==> config.mk <==
export PLATFORM = sky130hd
export DESIGN_NAME = packed_mul16
export DESIGN_NICKNAME = d
export VERILOG_FILES = /design/src/rtl/pmul_pkg.sv /design/src/rtl/pmul_lane.sv /design/src/rtl/pmul_format.sv /design/src/rtl/pmul_delay.sv /design/src/rtl/packed_mul16.sv
export SDC_FILE = /design/constraint.sdc
export NUM_CORES = 2
export LEC_CHECK = 0
export ABC_AREA = 0
export CORE_MARGIN = 4
export CORE_UTILIZATION = 50
export DETAILED_ROUTE_END_ITERATION = 7
export PLACE_DENSITY_LB_ADDON = 0.05
export SLEW_MARGIN = 20
export SYNTH_ARGS = -nofsm -noshare
export SYNTH_HDL_FRONTEND = slang
export SYNTH_SLANG_ARGS = --single-unit
==> constraint.sdc <==
create_clock -name clk -period 8.95 [get_ports clk]
set_input_delay 0.895 -clock clk [delete_from_list [all_inputs] [get_ports clk]]
set_output_delay 0.895 -clock clk [all_outputs]
set_load 0.02 [all_outputs]
==> src/rtl/pmul_pkg.sv <==
package pmul_pkg;
    typedef enum logic [1:0] {
        OPC_LOW  = 2'd0,
        OPC_HIGH = 2'd1,
        OPC_MADD = 2'd2,
        OPC_NONE = 2'd3
    } opc_e;
endpackage

==> src/rtl/pmul_lane.sv <==
// One signed lane multiplier with a registered full-width product.
module pmul_lane #(
    parameter int LANE_W = 16,
    localparam int PROD_W = 2 * LANE_W
) (
    input  logic              clk,
    input  logic              rst_n,
    input  logic              en,
    input  logic [LANE_W-1:0] a,
    input  logic [LANE_W-1:0] b,
    output logic [PROD_W-1:0] prod
);
    logic signed [PROD_W-1:0] prod_c;

    always_comb prod_c = $signed(a) * $signed(b);

    always_ff @(posedge clk) begin
        if (!rst_n)  prod <= '0;
        else if (en) prod <= prod_c;
    end
endmodule

==> src/rtl/pmul_format.sv <==
// Selects the low, high or pair-sum view of the products and registers it.
module pmul_format
    import pmul_pkg::*;
#(
    parameter int LANE_W = 16,
    parameter int NLANES = 4,
    localparam int PROD_W = 2 * LANE_W,
    localparam int WORD_W = LANE_W * NLANES,
    localparam int NPAIRS = NLANES / 2
) (
    input  logic                     clk,
    input  logic                     rst_n,
    input  logic                     en,
    input  opc_e                     op,
    input  logic [NLANES*PROD_W-1:0] prods,
    output logic [WORD_W-1:0]        res
);
    logic [WORD_W-1:0] res_c;

    always_comb begin
        res_c = '0;
        unique case (op)
            OPC_LOW: begin
                for (int i = 0; i < NLANES; i++)
                    res_c[i*LANE_W +: LANE_W] = prods[i*PROD_W +: LANE_W];
            end
            OPC_HIGH: begin
                for (int i = 0; i < NLANES; i++)
                    res_c[i*LANE_W +: LANE_W] = prods[i*PROD_W + LANE_W +: LANE_W];
            end
            OPC_MADD: begin
                for (int j = 0; j < NPAIRS; j++)
                    res_c[j*PROD_W +: PROD_W] = prods[(2*j)*PROD_W +: PROD_W]
                                              + prods[(2*j+1)*PROD_W +: PROD_W];
            end
            OPC_NONE: res_c = '0;
        endcase
    end

    always_ff @(posedge clk) begin
        if (!rst_n)  res <= '0;
        else if (en) res <= res_c;
    end
endmodule

==> src/rtl/pmul_delay.sv <==
// Valid-gated delay line; DEPTH may be zero.
module pmul_delay #(
    parameter int W     = 64,
    parameter int DEPTH = 1
) (
    input  logic         clk,
    input  logic         rst_n,
    input  logic         v_in,
    input  logic [W-1:0] d_in,
    output logic         v_out,
    output logic [W-1:0] d_out
);
    if (DEPTH == 0) begin : g_pass
        assign v_out = v_in;
        assign d_out = d_in;
    end else begin : g_pipe
        logic [DEPTH-1:0] v_q;
        logic [W-1:0]     d_q [DEPTH];

        for (genvar k = 0; k < DEPTH; k++) begin : g_stage
            logic         v_prev;
            logic [W-1:0] d_prev;
            if (k == 0) begin : g_first
                assign v_prev = v_in;
                assign d_prev = d_in;
            end else begin : g_next
                assign v_prev = v_q[k-1];
                assign d_prev = d_q[k-1];
            end

            always_ff @(posedge clk) begin
                if (!rst_n) v_q[k] <= 1'b0;
                else        v_q[k] <= v_prev;
            end

            always_ff @(posedge clk) begin
                if (!rst_n)      d_q[k] <= '0;
                else if (v_prev) d_q[k] <= d_prev;
            end
        end

        assign v_out = v_q[DEPTH-1];
        assign d_out = d_q[DEPTH-1];
    end
endmodule

==> src/rtl/packed_mul16.sv <==
// Four-lane signed multiplier, fixed latency LATENCY (>= 2).
module packed_mul16
    import pmul_pkg::*;
#(
    parameter int LANE_W  = 16,
    parameter int NLANES  = 4,
    parameter int LATENCY = 3,
    localparam int PROD_W = 2 * LANE_W,
    localparam int WORD_W = LANE_W * NLANES,
    localparam int EXTRA  = LATENCY - 2
) (
    input  logic              clk,
    input  logic              rst_n,
    input  logic              in_valid,
    input  logic [1:0]        in_op,
    input  logic [WORD_W-1:0] in_a,
    input  logic [WORD_W-1:0] in_b,
    output logic              out_valid,
    output logic [WORD_W-1:0] out_data
);
    logic [NLANES*PROD_W-1:0] prods_q;
    logic                     s1_valid;
    opc_e                     s1_op;
    logic                     s2_valid;
    logic [WORD_W-1:0]        s2_res;

    // Stage 1: lane products
    for (genvar i = 0; i < NLANES; i++) begin : g_lane
        pmul_lane #(.LANE_W(LANE_W)) u_lane (
            .clk  (clk),
            .rst_n(rst_n),
            .en   (in_valid),
            .a    (in_a[i*LANE_W +: LANE_W]),
            .b    (in_b[i*LANE_W +: LANE_W]),
            .prod (prods_q[i*PROD_W +: PROD_W])
        );
    end

    always_ff @(posedge clk) begin
        if (!rst_n) s1_valid <= 1'b0;
        else        s1_valid <= in_valid;
    end

    always_ff @(posedge clk) begin
        if (!rst_n)        s1_op <= OPC_LOW;
        else if (in_valid) s1_op <= opc_e'(in_op);
    end

    // Stage 2: view selection
    pmul_format #(.LANE_W(LANE_W), .NLANES(NLANES)) u_fmt (
        .clk  (clk),
        .rst_n(rst_n),
        .en   (s1_valid),
        .op   (s1_op),
        .prods(prods_q),
        .res  (s2_res)
    );

    always_ff @(posedge clk) begin
        if (!rst_n) s2_valid <= 1'b0;
        else        s2_valid <= s1_valid;
    end

    // Remaining latency
    pmul_delay #(.W(WORD_W), .DEPTH(EXTRA)) u_dly (
        .clk  (clk),
        .rst_n(rst_n),
        .v_in (s2_valid),
        .d_in (s2_res),
        .v_out(out_valid),
        .d_out(out_data)
    );
endmodule

==> flow_summary.ini <==
[sta]
layout_min_cycle_time_ns = 7.424
slew_headroom_pct = 38.84
finalSetupViolCount = 0
tns_ns = 0
maxSlewViolCount = 0
fin_skew_ns = 0.01458
hold_violations = 0
rsz0062_at_grt = no
fmax_ghz = 0.1347
period_share_pct = 82.95
fin_ws_ns = 1.526
tightestPinTransition_ns = 0.9141

[clock_tree]
cts_buffer_depth = 3
clock_latency_ns = 0.57
cts_resized = 0
cts.sinks = 261
path_clk_slew_ns = 0.07
cts_setup_buffers = 0
root_buffer = clkbuf_16
cts_tree = yes
htree_levels = 1
cts_hold_buf = 0
cts_made_buffers = 26

[route]
drtIter0Drc = 2144
post-route-drc-count = 0
routed_via_density = 5.337
wl_per_cell_um = 18.63
detail-route-antenna-nets = 0
detail_route.first_pass.iterations = 7
via_count = 37897
drt_wl_total_um = 132300

[die]
die-area_um2 = 109400
ios = 198
dieWidth_um = 330.7
core-area_um2 = 103500
die_h_um = 330.7
start_util_pct = 50.31
rows = 118

[setup_path]
cpMostUsedCell = fa_1
worstPathMaxFanout = 16
cpMaxStageDelayCell = fa_1
start_kind = input pin
cp.required_ns = 9.38
reg2reg_depth = 11
arrival_ns = 7.86
cp_cell_sequence = clkdlybuf4s50_1, nand2_1, inv_1, fa_1, fa_1, fa_1, fa_1, fa_1, inv_1, fa_1, inv_1, ha_1, nand3_1, nor3_1, nor3b_1, o31a_1, nor4_1, o41a_1, xor2_1, o21ai_1
criticalPathCategory = input pin to register
max_stage_delay_ns = 0.90
critPathCaptureType = register

[yosys]
ys.flop_type = dfxtp_1
synth_area_um2 = 52070
synthArstFlopShare_pct = 0
synthCells = 5683
yosysSeqAreaShare_pct = 11.26
synth_nets = 7256
ys_ff_latch = 261
yosysWarnings = 0
avgSynthCellArea_um2 = 9.163
synth.distinct_cells = 77
synth_edf_count = 64

[grt]
first_global_vias = 40249
grt_overflow = 0
grt_max_degree = 85
antenna_found_initial = 6
grt_use_total_pct = 25.01
grt_pass1_wl_um = 216700

[layout]
drive_gt1_share_pct = 1.573
multiInputGateArea_um2 = 40950
final_cell_area_um2 = 55960
syn2layout_area_growth_pct = 7.465
instances_no_fill = 7101
ff_latch_area_um2 = 5876
layout_common_cells = 1175 x inv_1, 1050 x fa_1, 574 x nand2_1
fill_cells = 9731
layout_commonest_cell = inv_1
final_nets = 7273

[placement]
dpl_cell_area_um2 = 55100
post-place-ws_ns = 0.9472
globalplace.congestion = 0.8966
numPortBuffers = 197
dp.cells = 7052
place_hpwl_um = 107600

[job]
cap_violations = 0

[min_path]
hold_path.class = register to register
hold_depth = 2

[outcome]
status = complete, no violations
logic make-up after synthesis:
logic type                 Yosys count  synth area share [%]
AOI/OAI and AO/OA                  672                 8.297
xor gates and xnor gates           187                 3.145
buffers and inverters             1407                 10.14
muxes                              133                 2.557
DFF                                261                 11.26
and+or+nand+nor                   1583                 14.86
adders and majority gates         1440                 49.74
cell usage after synthesis, types with 5 or more instances:
master,n,area (um^2)
edfxtp_1,64,1922
o211ai_1,15,112.6
ha_1,390,4880
xor2_1,59,516.8
clkbuf_1,212,795.8
o221ai_1,29,254.0
mux2i_1,133,1331
a211o_1,8,70.07
o21ai_1,24,120.1
nand2_1,575,2158
and3_1,83,519.3
o21ai_0,166,830.8
or3_1,6,37.54
a21o_1,79,593.1
xnor2_1,128,1121
a21oi_1,166,830.8
o21bai_1,26,195.2
dfxtp_1,197,3944
a31oi_1,28,175.2
nor2b_1,6,37.54
nor2_1,269,1010
nand4_1,17,106.4
nand2b_1,36,225.2
nor3_1,25,125.1
inv_1,1175,4410
buf_1,16,60.06
a31o_2,5,43.79
o21a_1,18,135.1
a211oi_1,35,262.8
and2_1,497,3109
fa_1,1050,21020
nor4_1,5,31.28
o31ai_1,5,37.54
nand3_1,45,225.2
critical path, delay by kind of cell:
family / cells / cell delay (ns)
simple gates: 5 / 1.10
buf+inv: 4 / 1.15
xor+xnor: 1 / 0.13
compound gates: 3 / 0.78
fa+ha+maj: 7 / 3.80
per-stage QoR:
stage               hold WS, ns  utilization, %
floorplan                0.4442               -
CTS                      0.4834           54.07
global placement         0.4665           53.24
global route             0.5049           54.07
detailed placement       0.4746           53.24
finish                   0.4832           54.07
final timing paths:
check / endpoint / from / slack [ns]
setup reg to reg: u_fmt.res[58]$_SDFFE_PN0P_ / g_lane[3].u_lane.prod[0]$_SDFFE_PN0P_ / 5.44
setup / recovery: g_lane[1].u_lane.prod[29]$_SDFFE_PN0P_ / in_a[31] / 1.53
hold / removal: u_fmt.res[32]$_SDFFE_PN0P_ / u_fmt.res[32]$_SDFFE_PN0P_ / 0.48
hold reg to reg: u_fmt.res[32]$_SDFFE_PN0P_ / u_fmt.res[32]$_SDFFE_PN0P_ / 0.48
metal layers:
layer / wire length [um] / GRT usage (%)
met1: 55260 / 33.23
met4: 2931 / 4.863
met3: 5922 / 2.149
met2: 68170 / 45.00
met5: 0 / 0
state kept, by name, summed over array words and instances (netlist names):
signal              count
s2_valid                1
s1_valid                1
u_dly.v_out             1
s1_op                   2
u_dly.g_pipe.d_q       64
u_fmt.res              64
g_lane.u_lane.prod    128
layout make-up:
class	count	share of cell area, %
diodes	1	0.004472
clock buffers	33	1.227
clock inverters	15	0.3063
inverters	1178	7.906
multi-input cells	4015	73.17
flip-flops and latches	261	10.50
well taps	1380	3.085
repair buffers	218	3.803
Power is left out: the tool's default activity adds up to more than one toggle a clock period on the data nets, which glitch-free logic cannot reach.
